## src/rtl/vrail_handshake.sv

```systemverilog
module vrail_handshake #(
  parameter int MAX_STEP   = 10,
  parameter int STEP_TICKS = 2500000,
  parameter int POLL_TICKS = 50000000,
  parameter logic [15:0] SETPT_RST = 16'd800
) (
  input  logic        clk,
  input  logic        rst_n,
  input  logic        use_alert,
  input  logic        alert_in,
  input  logic        dev_ready,
  output logic        txn_req,
  output logic [1:0]  txn_op,
  input  logic        txn_done,
  input  logic        txn_err,
  input  logic [15:0] txn_rdata,
  output logic [15:0] setpoint,
  output logic [15:0] vout_target,
  output logic        fault_valid,
  output logic [7:0]  fault_code,
  output logic        err_flag
);
  localparam int CW = $clog2(STEP_TICKS + 1);
  localparam int PW = $clog2(POLL_TICKS + 1);
  localparam logic [15:0] MAXS = 16'(MAX_STEP);

  typedef enum logic [2:0] {S_IDLE, S_ARA, S_STAT, S_CLR, S_VOUT, S_CONF, S_WAIT} st_t;
  st_t st;
  logic          rdy_q;
  logic [7:0]    stat_q;
  logic [PW-1:0] pcnt;
  logic [CW-1:0] scnt;
  logic [15:0]   mag, stepv;
  logic          up, step_now;

  wire rdy_rise = dev_ready & ~rdy_q;

  assign txn_req = (st == S_ARA) | (st == S_STAT) | (st == S_CLR) |
                   (st == S_VOUT) | (st == S_CONF);

  always_comb begin
    case (st)
      S_ARA:  txn_op = 2'd0;
      S_CLR:  txn_op = 2'd2;
      S_VOUT: txn_op = 2'd3;
      default: txn_op = 2'd1;
    endcase
  end

  always_ff @(posedge clk) begin
    if (!rst_n) begin
      st          <= S_IDLE;
      rdy_q       <= 1'b0;
      stat_q      <= '0;
      pcnt        <= '0;
      vout_target <= SETPT_RST;
      fault_valid <= 1'b0;
      fault_code  <= '0;
      err_flag    <= 1'b0;
    end else begin
      rdy_q       <= dev_ready;
      fault_valid <= 1'b0;
      case (st)
        S_IDLE: begin
          if (use_alert && alert_in) begin
            st <= S_ARA;
            err_flag <= 1'b0;
          end else if (!use_alert && rdy_rise) begin
            st <= S_STAT;
            err_flag <= 1'b0;
          end
        end
        S_ARA: begin
          if (txn_err) begin
            st <= S_IDLE;
            err_flag <= 1'b1;
          end else if (txn_done) st <= S_STAT;
        end
        S_STAT: begin
          if (txn_err) begin
            if (!use_alert) begin
              st <= S_WAIT;
              pcnt <= '0;
            end else begin
              st <= S_IDLE;
              err_flag <= 1'b1;
            end
          end else if (txn_done) begin
            stat_q <= txn_rdata[7:0];
            st <= S_CLR;
          end
        end
        S_CLR: begin
          if (txn_err) begin
            st <= S_IDLE;
            err_flag <= 1'b1;
          end else if (txn_done) st <= (stat_q == 8'h00) ? S_VOUT : S_CONF;
        end
        S_VOUT: begin
          if (txn_err) begin
            st <= S_IDLE;
            err_flag <= 1'b1;
          end else if (txn_done) begin
            vout_target <= txn_rdata;
            st <= S_IDLE;
          end
        end
        S_CONF: begin
          if (txn_err) begin
            st <= S_IDLE;
            err_flag <= 1'b1;
          end else if (txn_done) begin
            fault_valid <= 1'b1;
            fault_code <= stat_q;
            st <= S_IDLE;
          end
        end
        S_WAIT: begin
          if (pcnt == PW'(POLL_TICKS - 1)) st <= S_STAT;
          else pcnt <= pcnt + 1'b1;
        end
        default: st <= S_IDLE;
      endcase
    end
  end

  assign up       = vout_target > setpoint;
  assign mag      = up ? vout_target - setpoint : setpoint - vout_target;
  assign stepv    = (mag > MAXS) ? MAXS : mag;
  assign step_now = (setpoint != vout_target) && (scnt == CW'(STEP_TICKS - 1));

  always_ff @(posedge clk) begin
    if (!rst_n) begin
      setpoint <= SETPT_RST;
      scnt     <= CW'(STEP_TICKS - 1);
    end else if (step_now) begin
      setpoint <= up ? setpoint + stepv : setpoint - stepv;
      scnt     <= '0;
    end else if (scnt != CW'(STEP_TICKS - 1)) begin
      scnt <= scnt + 1'b1;
    end
  end
endmodule


```

## config.mk

```make
export PLATFORM = sky130hd
export DESIGN_NAME = vrail_handshake
export DESIGN_NICKNAME = d
export VERILOG_FILES = /design/src/rtl/vrail_handshake.sv
export SDC_FILE = /design/constraint.sdc
export NUM_CORES = 1
export LEC_CHECK = 0
export BUFFER_PORTS_ARGS = -buffer_cell sky130_fd_sc_hd__buf_2
export CORE_AREA = 2 2 143 117
export CTS_BUF_LIST = sky130_fd_sc_hd__clkbuf_16
export DETAILED_ROUTE_END_ITERATION = 12
export DIE_AREA = 0 0 145 119
export PLACE_DENSITY = 0.68
export SLEW_MARGIN = 20
export SYNTH_ARGS = -nofsm -noshare
export SYNTH_HDL_FRONTEND = slang
export SYNTH_SLANG_ARGS = --single-unit
```

## constraint.sdc

```tcl
create_clock -name clk -period 6.7 [get_ports clk]
set_input_delay 1.34 -clock clk [delete_from_list [all_inputs] [get_ports clk]]
set_output_delay 1.34 -clock clk [all_outputs]
set_load 0.01 [all_outputs]
```

# After elaboration in Yosys (flattened, before gate mapping)
# Cells that the tools add are included.
# Widths: inputs -> output; s select.
# op_classes
add_sub_neg,6
n_mul,0
div_mod_pow,0
order_cmp,2
n_eq_ne,21
shifts,0
mux,31
bitwise_logic,9
reduce_logical,19
# op_table
cell,count
$mux 26,3
$pmux 26 s2,1
$mux 16,3
$sub 16x16->16,3
$mux 22,2
$mux 3,12
$add 26x1->26 const B,1
$eq 26x26->1 const B,1
$add 22x1->22 const B,1
$eq 22x22->1 const B,1
$ne 22x22->1 const B,1
$pmux 3 s6,1
$add 16x16->16,1
$gt 16x16->1,1
$gt 16x4->1 const B,1
$ne 16x16->1,1
$ne 3x3->1 const B,4
$ne 2x2->1 const B,5
$eq 3x3->1 const B,3
$reduce_and 3->1,3
$logic_not 8->1,1
$mux 1,7
$eq 3x2->1 const B,2
$pmux 2 s3,1
other kinds (18),28
# totals
register_bits,102
latch_bits,0
ramBits,0
romBits,0
in_bits,23
out_inout_bits,45
n_memories,0

# Logic depth before layout (Yosys ltp)
# Gate-level depths: netlist of the first run.
# depth
word_depth,6
ltp_mapped,30
depth_no_buf,29

# Worst setup path before layout of the first run
# Ideal clock, no wire load.
# synth_path
path_kind,reg2reg
startpoint,register vout_target[0]
endpoint,register setpoint[15]
setup_time_ns,0.134
arrival_ns,5.991
slack_ns,0.575
path_stages_with_launch,29
synth_period_minus_slack_ns,6.125
path_cell_list,dfxtp_1 -> inv_1 -> ha_1 -> fa_1 -> nor2b_1 -> o21ai_1 -> and3_1 -> or3_1 -> buf_4 -> a32o_1 -> a2111oi_2 -> a221oi_1 -> a311o_1 -> nand3b_4 -> or2_2 -> ha_1 -> o22ai_1 -> ha_1 -> nor2b_1 -> o21a_1 -> o21ai_0 -> a22oi_1 -> a211oi_1 -> o31ai_1 -> nand3_1 -> nand2_1 -> nand3_1 -> mux2i_1 -> or4_1
# synth_between
elab_chain_cells,6
# synth_rtl
item,line_no,text
start: declaration,18,"output logic [15:0] vout_target,"
start signal: assignment,104,vout_target <= txn_rdata;
$sub 16x16->16 or $gt 16x16->1 (tied branches),"128, 127",
$mux 16,128,assign mag = up ? vout_target - setpoint : setpoint - vout_target;
$gt 16x4->1,129,assign stepv = (mag > MAXS) ? MAXS : mag;
$mux 16,129,
$sub 16x16->16 or $add 16x16->16 (tied branches),137,setpoint <= up ? setpoint + stepv : setpoint - stepv;
$mux 16,137,
end signal: assignment,137,
end: declaration,17,"output logic [15:0] setpoint,"
# Parallel ways exist; a longest one is shown, timed or not.
# A chain may end at the register's enable or synchronous reset.

# Worst setup path after layout of the first run
# layout_path
startpoint,register setpoint[15]
endpoint,register setpoint[15]
# layout_between
elab_chain_cells,6
# layout_rtl
item,line_no
$sub 16x16->16 or $gt 16x16->1 (tied branches),"128, 127"
$mux 16,128
$gt 16x4->1,129
$mux 16,129
$sub 16x16->16 or $add 16x16->16 (tied branches),137
$mux 16,137
# Parallel ways exist; a longest one is shown, timed or not.

==> results of run 1 <==
registers in the layout (all words and copies together), names as in the netlist:
signal       flops
st               3
pcnt            26
rdy_q            1
setpoint        16
fault_valid      1
fault_code       8
vout_target     16
scnt            22
err_flag         1
stat_q           8
cell type report:
class,instances,area (um2),share of cell area
Tap cell,220,275,0.0341
Sequential cell,102,2040,0.253
Inverter,54,203,0.0251
Clock buffer,9,225,0.0279
Timing Repair Buffer,106,628,0.0778
Clock inverter,6,38.8,0.00480
Multi-Input combinational cell,725,4660,0.578
per-stage QoR:
stage | util | hold WS (ns) | cell area (um2) | setup slack [ns]
2_1_floorplan | - | 0.458 | 7040 | 0.575
3_3_place_gp | 0.484 | 0.471 | 7760 | 0.202
3_5_place_dp | 0.484 | 0.477 | 7760 | 0.0589
4_1_cts | 0.501 | 0.496 | 8030 | 0.0231
5_1_grt | 0.504 | 0.522 | 8080 | -0.0562
6_report | 0.504 | 0.493 | 8080 | 0.256
path summary, 6_finish.rpt:
check	cells past startpoint	endpoint
worst max-delay path	26	setpoint[15]
worst min register to register	2	fault_code[1]
worst max register to register	26	setpoint[15]
worst min-delay path	2	fault_code[1]
cells by family after synthesis:
logic type,count (synthesis),share of synthesized area
xor gates and xnor gates,45,0.0560
DFF,102,0.290
AOI/OAI and AO/OA,217,0.190
and+or+nand+nor,387,0.279
muxes,24,0.0341
adders and majority gates,52,0.0956
buffers and inverters,93,0.0549
per-layer routing:
| metal | GRT usage | vias to the layer above | wire length, um |
|---|---|---|---|
| li1 | - | 3409 | - |
| met2 | 0.337 | 241 | 8300 |
| met5 | 0 | - | 0 |
| met4 | 0.0384 | 0 | 168 |
| met1 | 0.342 | 3241 | 10100 |
| met3 | 0.0494 | 15 | 1380 |
tightest hold or removal path: stages, from the launching register on:
cell and delay [ns]:
dfxtp_1 0.32, mux2i_1 0.06, nor2_1 0.07
cells in the mapped netlist (all sizes together), types with 19 or more instances:
| library cell | count | area (um2) |
|---|---|---|
| xor2 | 26 | 228 |
| nand2 | 100 | 375 |
| inv | 53 | 199 |
| nand3 | 42 | 210 |
| nor3 | 25 | 130 |
| xnor2 | 19 | 166 |
| mux2i | 24 | 240 |
| nand4 | 21 | 153 |
| o21ai | 51 | 255 |
| dfxtp | 102 | 2040 |
| a21oi | 83 | 415 |
| clkbuf | 22 | 82.6 |
| ha | 49 | 613 |
| nor2 | 98 | 378 |
what timing repair did:
item / in CTS / in global routing
endpoints found under the setup margin: 0 / 6
endpoints found under the hold margin: 0 / 0
resized for setup: 0 / 17
==> impl_metrics.csv, run 1 <==
group,metric,value,unit
cts,cts_root_buffer,"clkbuf_16",
critical_path,crit_type,"reg -> reg",
cts,clk_pin_slew,0.07,ns
sta,post-route-min-period,6.44,ns
synth,synthesis.area,7040,um2
global_routing,grt_first_pass_wirelength,32100,um
cts,cts_tree,"yes",
sta,setup_viol,0,
sta,hold_viol,0,
critical_path,max_stage_delay,0.51,ns
placed_design,dp_cells,1207,
synth,synth_async_sr_flop_share,0,
global_routing,grt_pass1_vias,6240,
sta,fin_skew,0.00694,ns
cts,cts.sinks,102,
flow_run,cap_viol_max_count,0,
synth,synth_edf_count,0,
detailed_routing,drc,0,
synth,ys_types,73,
critical_path,setup.worst_path.start,"setpoint[15]",
synth,syn_nets,995,
critical_path,start_kind,"register",
cts,numCtsBuffers,9,
synth,postSynthCellCount,920,
detailed_routing,vias,6906,
cells_and_area,area_growth,14.8,%
detailed_routing,ant_nets,0,
cells_and_area,nNetsFinal,1073,
sta,max_freq,0.155,GHz
cts,holdBufCountCts,0,
cells_and_area,layout_commonest_cell,"dfxtp_1",
critical_path,reg2reg_from,"setpoint[15]",
sta,report.final.slew_viol_count,0,
cells_and_area,final_cell_mix,"102 x dfxtp_1, 100 x nand2_1, 96 x nor2_1",
global_routing,grt_antenna_before_repair,0,
synth,yosysWarnings,0,
cells_and_area,antenna_cells,0,
cts,h-tree-depth,3,
die,fp-row-count,42,
cells_and_area,final_cells,1222,
cells_and_area,drive_gt1_frac,0.150,
detailed_routing,wirelength,20000,um
cells_and_area,fillers,1559,
die,placeableCoreArea,16000,um2
critical_path,crit_buf_inv,1,
detailed_routing,routedWlPerCell,16.3,um
detailed_routing,post_drt_via_cell_ratio,5.65,
min_path,hp-class,"reg -> reg",
cts,post_cts_buffers,0,
sta,maxSlewHeadroom,0.475,
global_routing,grt_usage,0.228,
die,dieArea,17300,um2
synth,avgSynthCellArea,7.65,um2
placed_design,gp_congestion,0.949,
die,die_y,119,um
die,initial_core_util,0.439,
synth,synthFlopType,"dfxtp_1",
sta,fin_crit_sh,0.962,
sta,tns,0,ns
min_path,hp-start,"fault_code[1]",
critical_path,cp.required,6.92,ns
sta,worstMarginPinSlew,0.786,ns
global_routing,grt_max_degree,51,
cts,cts_buffer_depth,2,
synth,ys_seq_area_frac,0.290,
critical_path,cp-end-kind,"register",
detailed_routing,drtIter0Drc,558,
critical_path,crit_path_frequent_cell,"ha_1",
detailed_routing,drtPass1Iterations,5,
critical_path,reg2reg_slack,0.26,ns
critical_path,critical-path-top-delay-family,"simple AND/OR/NAND/NOR gates",
die,die_w,145,um
placed_design,io_buffers,67,
die,ios,68,
placed_design,dp_hpwl,15000,um
cts,clock_latency,0.35,ns
synth,ys_ff_latch,102,
global_routing,grt_overflow,0,
status,status,"finished, final reports clean",
critical_path,slowest_stage,"or4_1",
critical_path,cp.arrival,6.66,ns
critical_path,path_max_fanout,8,
Power of run 1 is not shown: default switching activity piles up to over one toggle a cycle in this logic, so the estimate is an artifact.
==> inputs of run 2 (changes only) <==
--- a/config.mk
+++ b/config.mk
@@ -10,7 +10,7 @@
 export CTS_BUF_LIST = sky130_fd_sc_hd__clkbuf_16
 export DETAILED_ROUTE_END_ITERATION = 12
 export DIE_AREA = 0 0 145 119
-export PLACE_DENSITY = 0.68
+export PLACE_DENSITY_LB_ADDON = 0.1
 export SLEW_MARGIN = 20
 export SYNTH_ARGS = -nofsm -noshare
 export SYNTH_HDL_FRONTEND = slang
==> constraint.sdc (replaced) <==
create_clock -name clk -period 5.2 [get_ports clk]
set_input_delay 1.04 -clock clk [delete_from_list [all_inputs] [get_ports clk]]
set_output_delay 1.04 -clock clk [all_outputs]
set_load 0.01 [all_outputs]
==> impl_metrics.csv, run 2 (synthesized netlist as in run 1, its figures left out) <==
group,metric,value,unit
critical_path,start_kind,"register",
sta,holdWs,0.489,ns
die,die_y,119,um
die,placeableCoreArea,16000,um2
cells_and_area,regMostFlops,"pcnt",
global_routing,grt_overflow,0,
cells_and_area,reg_top3,"pcnt x26, scnt x22",
cts,cts_tree,"yes",
cells_and_area,nNetsFinal,1225,
cts,clock_latency,0.36,ns
sta,maxSlewHeadroom,0.360,
cells_and_area,drive_gt1_frac,0.327,
sta,setup_viol,9,
cts,cts.sinks,102,
cts,cts_root_buffer,"clkbuf_16",
sta,max_freq,0.169,GHz
global_routing,grt_usage,0.251,
die,initial_core_util,0.439,
cells_and_area,final_cell_mix,"184 x buf_4, 98 x nand2_1, 96 x nor2_1",
global_routing,grt_max_degree,51,
detailed_routing,drc,0,
sta,hold_viol,0,
sta,fin_skew,0.0116,ns
placed_design,gp_congestion,0.940,
critical_path,cp.arrival,6.15,ns
detailed_routing,post_drt_via_cell_ratio,5.33,
critical_path,crit_type,"reg -> reg",
cts,cts_buffer_depth,2,
critical_path,reg2reg_slack,-0.71,ns
die,ios,68,
sta,grt_setup_unrepaired,"true",
detailed_routing,vias,7335,
die,die_w,145,um
sta,tns,-3.15,ns
critical_path,crit_buf_inv,6,
cells_and_area,antenna_cells,0,
detailed_routing,drtIter0Drc,578,
critical_path,cp.required,5.44,ns
detailed_routing,drtPass1Iterations,7,
sta,report.final.slew_viol_count,0,
sta,post-route-min-period,5.91,ns
global_routing,grt_first_pass_wirelength,35300,um
cells_and_area,layout_commonest_cell,"buf_4",
cts,holdBufCountCts,0,
cts,h-tree-depth,3,
cts,clk_pin_slew,0.08,ns
critical_path,path_max_fanout,6,
cells_and_area,largest_reg_flops,26,
global_routing,grt_antenna_before_repair,0,
global_routing,grt_pass1_vias,6883,
detailed_routing,wirelength,21800,um
critical_path,slowest_stage,"or4_4",
cts,numCtsBuffers,9,
min_path,hp-class,"reg -> reg",
detailed_routing,routedWlPerCell,15.8,um
flow_run,cap_viol_max_count,0,
placed_design,dp_hpwl,16200,um
sta,worstMarginPinSlew,0.948,ns
die,dieArea,17300,um2
detailed_routing,ant_nets,0,
critical_path,crit_path_frequent_cell,"buf_4",
sta,fin_crit_sh,1.14,
critical_path,max_stage_delay,0.43,ns
status,status,"complete, but fails checks",
cells_and_area,area_growth,37.8,%
sta,fin_ws,-0.709,ns
status,violations,"negative setup slack",
critical_path,critical-path-top-delay-family,"simple AND/OR/NAND/NOR gates",
placed_design,io_buffers,67,
die,fp-row-count,42,
critical_path,cp-end-kind,"register",
## run 2: cell count changes in the layout (fill, tap and decap cells not counted), sizes merged
cell	delta
inv	+3
clkinv	-2
buf	+151
or3	+1
## run 2: path summary, 6_finish.rpt
| check | startpoint | depth (start not counted) | to |
|---|---|---|---|
| max | vout_target[0] | 29 | setpoint[15] |
| min | pcnt[15] | 2 | pcnt[15] |
| max reg2reg | vout_target[0] | 29 | setpoint[15] |
| min reg2reg | pcnt[15] | 2 | pcnt[15] |
## run 2: worst min-delay path: cells and delay by family (launching register included)
kind,cells,cell delay [ns]
AO/OA/AOI/OAI,2,0.13
flip-flops,1,0.32
## run 2: through the flow
step | setup slack [ns] | instances | area [um2] | util
finish | -0.709 | 1375 | 9700 | 0.605
global route | -0.922 | 1375 | 9700 | 0.605
CTS | -0.684 | 1367 | 9450 | 0.590
detailed placement | -0.937 | 1335 | 8860 | 0.553
global placement | -0.824 | 1335 | 8860 | 0.553
floorplan | -0.583 | 920 | 7200 | -
## run 2: metal layers
metal  track usage  part of all wire  up-vias
li1              -                 -     3720
met1         0.358              0.50     3429
met2         0.402              0.44      162
met3        0.0349             0.040       24
met4        0.0613             0.015        0
met5             0                 0        -
## run 2: what timing repair did
action / in CTS / in global routing
gates cloned: 0 / 1
pin swaps: 36 / 52
buffers inserted: 17 / 8
setup endpoints to repair: 11 / 12
gates resized for setup: 36 / 41
## run 2: final cells by class
cell class / instances / area (um2)
clock inverter: 7 / 70.1
sequential: 102 / 2080
timing repair buffer: 257 / 1780
multi-input combinational: 726 / 5060
inverter: 54 / 203
clock buffer: 9 / 225
tap: 220 / 275
fill: 1479 / 6330
Power of run 2 is left out for the same reason.
